[config.mk]
export PLATFORM = sky130hd
export DESIGN_NAME = sys_irq_regs
export DESIGN_NICKNAME = d
export VERILOG_FILES = /design/src/rtl/sys_irq_pkg.sv /design/src/rtl/sys_irq_level_decode.sv /design/src/rtl/sys_irq_flag_cell.sv /design/src/rtl/sys_irq_enable_reg.sv /design/src/rtl/sys_irq_req_logic.sv /design/src/rtl/sys_irq_regs.sv
export SDC_FILE = /design/constraint.sdc
export NUM_CORES = 1
export LEC_CHECK = 0
export CELL_PAD_IN_SITES_DETAIL_PLACEMENT = 1
export CELL_PAD_IN_SITES_GLOBAL_PLACEMENT = 1
export CORE_AREA = 2 2 54 56
export DETAILED_ROUTE_END_ITERATION = 8
export DIE_AREA = 0 0 56 58
export PLACE_DENSITY = 0.78
export SYNTH_ARGS = -nofsm -noshare
export SYNTH_HDL_FRONTEND = slang
export SYNTH_HIERARCHICAL = 1
export SYNTH_SLANG_ARGS = --single-unit
export TNS_END_PERCENT = 30
[constraint.sdc]
create_clock -name clk_i -period 2.1 [get_ports clk_i]
set_input_delay 0.21 -clock clk_i [delete_from_list [all_inputs] [get_ports clk_i]]
set_output_delay 0.21 -clock clk_i [all_outputs]
set_load 0.01 [all_outputs]
[src/rtl/sys_irq_pkg.sv]
package sys_irq_pkg;

  localparam int unsigned DW = 8;

  // reset levels, shallow to deep
  typedef enum logic [1:0] {
    LVL_CLEAR = 2'd0,
    LVL_POWER = 2'd1,
    LVL_BROWN = 2'd2
  } rst_lvl_e;
  localparam int unsigned LVL_NUM = 3;

  // enable byte layout
  localparam int unsigned IE_WDOG  = 0;
  localparam int unsigned IE_OSC   = 1;
  localparam int unsigned IE_NMI   = 2;
  localparam int unsigned IE_FLASH = 3;
  localparam int unsigned IE_NUM   = 4;

  // flag byte layout
  localparam int unsigned FL_WDOG  = 0;
  localparam int unsigned FL_OSC   = 1;
  localparam int unsigned FL_BROWN = 2;
  localparam int unsigned FL_PIN   = 3;
  localparam int unsigned FL_NMI   = 4;
  localparam int unsigned FL_NUM   = 5;

  function automatic rst_lvl_e flag_level(input int unsigned idx);
    case (idx)
      FL_WDOG:  return LVL_POWER;
      FL_BROWN: return LVL_BROWN;
      FL_PIN:   return LVL_BROWN;
      default:  return LVL_CLEAR;
    endcase
  endfunction

  function automatic logic flag_rst_value(input int unsigned idx);
    return (idx == FL_BROWN);
  endfunction

endpackage

[src/rtl/sys_irq_level_decode.sv]
// Expands the three reset inputs into nested per-level hits.
module sys_irq_level_decode
  import sys_irq_pkg::*;
(
  input  logic               rst_brown_i,
  input  logic               rst_pwr_i,
  input  logic               rst_clr_i,
  output logic [LVL_NUM-1:0] lvl_hit_o
);
  always_comb begin
    lvl_hit_o            = '0;
    lvl_hit_o[LVL_BROWN] = rst_brown_i;
    lvl_hit_o[LVL_POWER] = rst_brown_i | rst_pwr_i;
    lvl_hit_o[LVL_CLEAR] = rst_brown_i | rst_pwr_i | rst_clr_i;
  end
endmodule

[src/rtl/sys_irq_flag_cell.sv]
// One flag bit: own reset level first, then hardware set, then software clear.
module sys_irq_flag_cell
  import sys_irq_pkg::*;
#(
  parameter rst_lvl_e LEVEL   = LVL_CLEAR,
  parameter logic     RST_VAL = 1'b0
) (
  input  logic               clk_i,
  input  logic [LVL_NUM-1:0] lvl_hit_i,
  input  logic               set_i,
  input  logic               clr_i,
  output logic               q_o
);
  localparam int unsigned LIDX = int'(LEVEL);

  always_ff @(posedge clk_i) begin
    if (lvl_hit_i[LIDX])
      q_o <= RST_VAL;
    else if (set_i)
      q_o <= 1'b1;
    else if (clr_i)
      q_o <= 1'b0;
  end
endmodule

[src/rtl/sys_irq_enable_reg.sv]
// Enable bits, fully software written, cleared by the shallowest reset level.
module sys_irq_enable_reg #(
  parameter int unsigned N = 4
) (
  input  logic         clk_i,
  input  logic         rst_i,
  input  logic         we_i,
  input  logic [N-1:0] wdata_i,
  output logic [N-1:0] q_o
);
  always_ff @(posedge clk_i) begin
    if (rst_i)
      q_o <= '0;
    else if (we_i)
      q_o <= wdata_i;
  end
endmodule

[src/rtl/sys_irq_req_logic.sv]
// Combines flags with enables into a single request.
module sys_irq_req_logic
  import sys_irq_pkg::*;
(
  input  logic [IE_NUM-1:0] ie_i,
  input  logic [FL_NUM-1:0] flg_i,
  input  logic              flash_viol_i,
  input  logic              wdog_interval_i,
  output logic              irq_o
);
  logic [IE_NUM-1:0] src;

  always_comb begin
    src           = '0;
    src[IE_WDOG]  = flg_i[FL_WDOG] & wdog_interval_i;
    src[IE_OSC]   = flg_i[FL_OSC];
    src[IE_NMI]   = flg_i[FL_NMI];
    src[IE_FLASH] = flash_viol_i;
    irq_o         = |(src & ie_i);
  end
endmodule

[src/rtl/sys_irq_regs.sv]
module sys_irq_regs
  import sys_irq_pkg::*;
#(
  parameter int unsigned AW       = 8,
  parameter int unsigned ADDR_IE  = 0,
  parameter int unsigned ADDR_FLG = 2
) (
  input  logic          clk_i,
  input  logic          rst_brown_i,
  input  logic          rst_pwr_i,
  input  logic          rst_clr_i,
  input  logic          bus_sel_i,
  input  logic          bus_we_i,
  input  logic [AW-1:0] bus_addr_i,
  input  logic [DW-1:0] bus_wdata_i,
  output logic [DW-1:0] bus_rdata_o,
  input  logic          wdog_ovf_i,
  input  logic          wdog_key_err_i,
  input  logic          wdog_interval_i,
  input  logic          osc_fault_i,
  input  logic          pin_rst_evt_i,
  input  logic          nmi_edge_i,
  input  logic          nmi_sel_i,
  input  logic          flash_viol_i,
  output logic          irq_o
);
  localparam logic [AW-1:0] IE_A  = AW'(ADDR_IE);
  localparam logic [AW-1:0] FLG_A = AW'(ADDR_FLG);

  logic [LVL_NUM-1:0] lvl_hit;
  logic               hit_ie, hit_flg;
  logic [IE_NUM-1:0]  ie_q;
  logic [FL_NUM-1:0]  flg_q;
  logic [FL_NUM-1:0]  flg_set;
  logic [FL_NUM-1:0]  flg_clr;
  logic               unused_wdata;

  assign unused_wdata = ^bus_wdata_i[DW-1:FL_NUM];

  sys_irq_level_decode u_lvl (
    .rst_brown_i (rst_brown_i),
    .rst_pwr_i   (rst_pwr_i),
    .rst_clr_i   (rst_clr_i),
    .lvl_hit_o   (lvl_hit)
  );

  assign hit_ie  = bus_sel_i && (bus_addr_i == IE_A);
  assign hit_flg = bus_sel_i && (bus_addr_i == FLG_A);

  sys_irq_enable_reg #(.N(IE_NUM)) u_ie (
    .clk_i   (clk_i),
    .rst_i   (lvl_hit[LVL_CLEAR]),
    .we_i    (hit_ie && bus_we_i),
    .wdata_i (bus_wdata_i[IE_NUM-1:0]),
    .q_o     (ie_q)
  );

  // hardware set sources per flag
  always_comb begin
    flg_set           = '0;
    flg_set[FL_WDOG]  = wdog_ovf_i | wdog_key_err_i;
    flg_set[FL_OSC]   = osc_fault_i;
    flg_set[FL_BROWN] = 1'b0;
    flg_set[FL_PIN]   = pin_rst_evt_i;
    flg_set[FL_NMI]   = nmi_edge_i & nmi_sel_i;
  end

  // software clears where a zero is written
  assign flg_clr = (hit_flg && bus_we_i) ? ~bus_wdata_i[FL_NUM-1:0] : '0;

  for (genvar gi = 0; gi < FL_NUM; gi++) begin : g_flag
    sys_irq_flag_cell #(
      .LEVEL   (flag_level(gi)),
      .RST_VAL (flag_rst_value(gi))
    ) u_cell (
      .clk_i     (clk_i),
      .lvl_hit_i (lvl_hit),
      .set_i     (flg_set[gi]),
      .clr_i     (flg_clr[gi]),
      .q_o       (flg_q[gi])
    );
  end

  always_comb begin
    bus_rdata_o = '0;
    if (hit_ie)
      bus_rdata_o = {{(DW-IE_NUM){1'b0}}, ie_q};
    else if (hit_flg)
      bus_rdata_o = {{(DW-FL_NUM){1'b0}}, flg_q};
  end

  sys_irq_req_logic u_req (
    .ie_i            (ie_q),
    .flg_i           (flg_q),
    .flash_viol_i    (flash_viol_i),
    .wdog_interval_i (wdog_interval_i),
    .irq_o           (irq_o)
  );

endmodule

==> out/metrics.cfg, run 1 <==
[outcome]
status = finished clean

[power_and_ir_drop]
p_per_area_nw_per_um2 = 401
netSwitchingFraction = 0.255
share_comb_of_total_power = 0.231
p_switching_uw = 105
vdd_drop_max_uv = 180
p_leak_uw = 0.000395
p_seq_frac = 0.427
p_int_uw = 308
clock_power_share = 0.342
power_uw = 413

[synth]
yosys.cell_types.count = 26
synth_mux_area_frac = 0.126
synth_top_area_cell = dfxtp_1
yosysWarningCount = 6
yosysTopAreaCellShare = 0.283
synth_area_per_cell_um2 = 8.72
synth_seq_cells = 9
yosys.area_share.simple = 0.393
synth_adder_area_share = 0
synth-async-reset-ratio = 0
netlist_area_um2 = 637
yosysSeqAreaShare = 0.283
synth_top_family_by_area = simple AND/OR/NAND/NOR gates
synth.area.top_cells = dfxtp_1 (28%), mux2i_1 (13%), nand2b_1 (9.8%)
synth_compound_area_frac = 0.0786
syn_inst = 73
synthFlopType = dfxtp_1
synthXorXnorAreaFrac = 0
synth_enable_flop_cells = 0

[timing]
drv_slew = 0
period_share = 0.965
finalSetupViolations = 0
rsz0062_at_grt = false
hold_violations = 0
clock_skew_ns = 0
fin_crit_ns = 2.03
max_freq_mhz = 493

[worst_setup_path]
r2r_end = u_ie/q_o[0]
cp_data_arrival_time_ns = 1.82
ff2ff_setup_slack_ns = 1.42
cp_num_buf_inv = 3
required_ns = 1.89
critPathTopFamily = buffers and inverters
cp_max_fo = 8
timing.critical_path.cells = clkdlybuf4s50_1, or4_4, buf_4, nor3_1, clkdlybuf4s15_1
cp_slowest_cell = or4_4
crit_path_end_kind = output pin
cpPeakStageDelay_ns = 0.54
reg2reg_depth = 2
path_class = in2out
start_kind = input pin
regToRegStartpoint = u_ie/q_o[0]

[cells_and_area]
fillers = 334
fin_util = 0.387
syn2layout_area_growth_pct = 61.7
finish.net_count = 141
fin_area_um2 = 1030
diodes = 0
drive_above_1_share = 0.209
layout_commonest_cell = clkdlybuf4s50_1
final_cell_mix = clkdlybuf4s50_1 (27), nand2b_1 (10), dfxtp_1 (9)

[hold_path]
hp-class = reg2reg
whs_path_depth = 2
hold_end = g_flag[2].u_cell/q_o
hold_start = g_flag[2].u_cell/q_o

[grt]
grt_first_pass_wirelength_um = 3280
grt_usage = 0.129
gr-total-overflow = 0
grt_max_degree = 11
grt_pass1_vias = 739
antenna_found_initial = 0

[route]
avgRoutedWirePerCell_um = 13.7
vias_per_cell = 4.57
drc = 0
vias = 644
wl_um = 1940
drt_first_pass_iters = 4
ant_nets = 0
drt_iter0_markers = 3

[clock_network]
cts_root_buf = clkbuf_4
clk_latency_ns = 0.26
clkSinkCount = 9
numCtsBuffers = 3
cts_tree = done
clkTransAtPathRegs_ns = 0.06
clockBufferDepth = 2
htreeDepth = 1

[floorplanning]
die_h_um = 58
placementRows = 19
start_util = 0.239
ios = 39
design.core.area_um2 = 2660
die_w_um = 56
die-area_um2 = 3250

[placed_design]
gp_congestion = 0.735
dp_hpwl_um = 1540
numPortBuffers = 32
place_area_um2 = 983

[run]
maxCapViolCount = 0

## area by class of cell
class,count,area (um^2),share of cell area
multi-input cells,54,404,0.392
repair buffers,38,362,0.351
flip-flops and latches,9,180,0.175
well taps,31,38.8,0.0377
clock buffers,4,26.3,0.0255
inverters,5,18.8,0.0182
## metal layers
layer	global-route usage	vias up	part of all wire
li1	-	317	-
met5	0	-	0
met3	0.0201	2	0.037
met2	0.239	15	0.55
met1	0.143	310	0.40
met4	0.0612	0	0.012
## cell usage after synthesis (all sizes together), types with 2 or more instances
| library cell | instances |
|---|---|
| inv | 5 |
| nor2 | 5 |
| dfxtp | 9 |
| or2 | 2 |
| nand2b | 10 |
| buf | 5 |
| a21oi | 4 |
| nor4 | 6 |
| mux2i | 8 |
| clkbuf | 3 |
| nor3 | 5 |
## worst max-delay path by stage
stage / from / to / slack [ns] / depth (start not counted)
floorplan: bus_addr_i[5] / u_ie/q_o[0] / 0.45 / 6
global placement: bus_addr_i[3] / bus_rdata_o[1] / -0.19 / 4
CTS: bus_addr_i[5] / bus_rdata_o[4] / -0.14 / 4
global route: bus_addr_i[6] / bus_rdata_o[0] / 0.008 / 5
finish: bus_addr_i[6] / bus_rdata_o[1] / 0.07 / 5
detailed placement: bus_addr_i[3] / bus_rdata_o[2] / -0.22 / 4
## per-stage QoR
| stage | setup WS [ns] | cells | hold slack (ns) | TNS, ns |
|---|---|---|---|---|
| 2_1_floorplan | 0.450 | 76 | 0.343 | 0 |
| 3_3_place_gp | -0.195 | 135 | 0.444 | -0.770 |
| 3_5_place_dp | -0.220 | 135 | 0.454 | -0.904 |
| 4_1_cts | -0.144 | 139 | 0.465 | -0.144 |
| 5_1_grt | 0.00794 | 141 | 0.490 | 0 |
| 6_report | 0.0727 | 141 | 0.470 | 0 |
## power by group through the flow
stage	logic [uW]	registers (uW)	clock network, uW
after floorplan	39.9	180	0
after global placement	90.7	180	0
after detailed placement	92.8	180	0
after CTS	94.5	176	147
after global routing	103	177	157
final	95.4	176	141
## tightest hold or removal path, stage by stage, from the launching register on
cell	delay, ns
dfxtp_1	0.31
inv_1	0.05
o21ai_1	0.06
## timing repair
action                     4_1_cts  5_1_grt
hold buffers                     0        0
gates resized for setup          5        7
cloned                           0        0
pin swaps                        0        1
setup endpoints to repair        5        1
buffers inserted                 0        2
## registers in the layout, summed over array words and instances, names as in the netlist
signal / flops
g_flag.u_cell/q_o: 5
u_ie/q_o: 4
## cell families after synthesis
group,after synthesis
muxes,8
and+or+nand+nor,36
buffers and inverters,13
other,1
DFF,9
AOI/OAI and AO/OA,6
No activity file was read; power rests on OpenSTA's default activity.
==> run 2: changes to the inputs <==
--- a/config.mk
+++ b/config.mk
@@ -5,6 +5,7 @@
 export SDC_FILE = /design/constraint.sdc
 export NUM_CORES = 1
 export LEC_CHECK = 0
+export CAP_MARGIN = 20
 export CELL_PAD_IN_SITES_DETAIL_PLACEMENT = 1
 export CELL_PAD_IN_SITES_GLOBAL_PLACEMENT = 1
 export CORE_AREA = 2 2 54 56
==> results of run 2 <==
No change in the layout: final DEF, timing and power equal those of run 1.
==> run 3: changes to the inputs <==
--- a/config.mk
+++ b/config.mk
@@ -11,6 +11,7 @@
 export CORE_AREA = 2 2 54 56
 export DETAILED_ROUTE_END_ITERATION = 8
 export DIE_AREA = 0 0 56 58
+export GPL_TIMING_DRIVEN = 1
 export PLACE_DENSITY = 0.78
 export SYNTH_ARGS = -nofsm -noshare
 export SYNTH_HDL_FRONTEND = slang
==> results of run 3 <==
No change in the layout: final DEF, timing and power equal those of run 1.
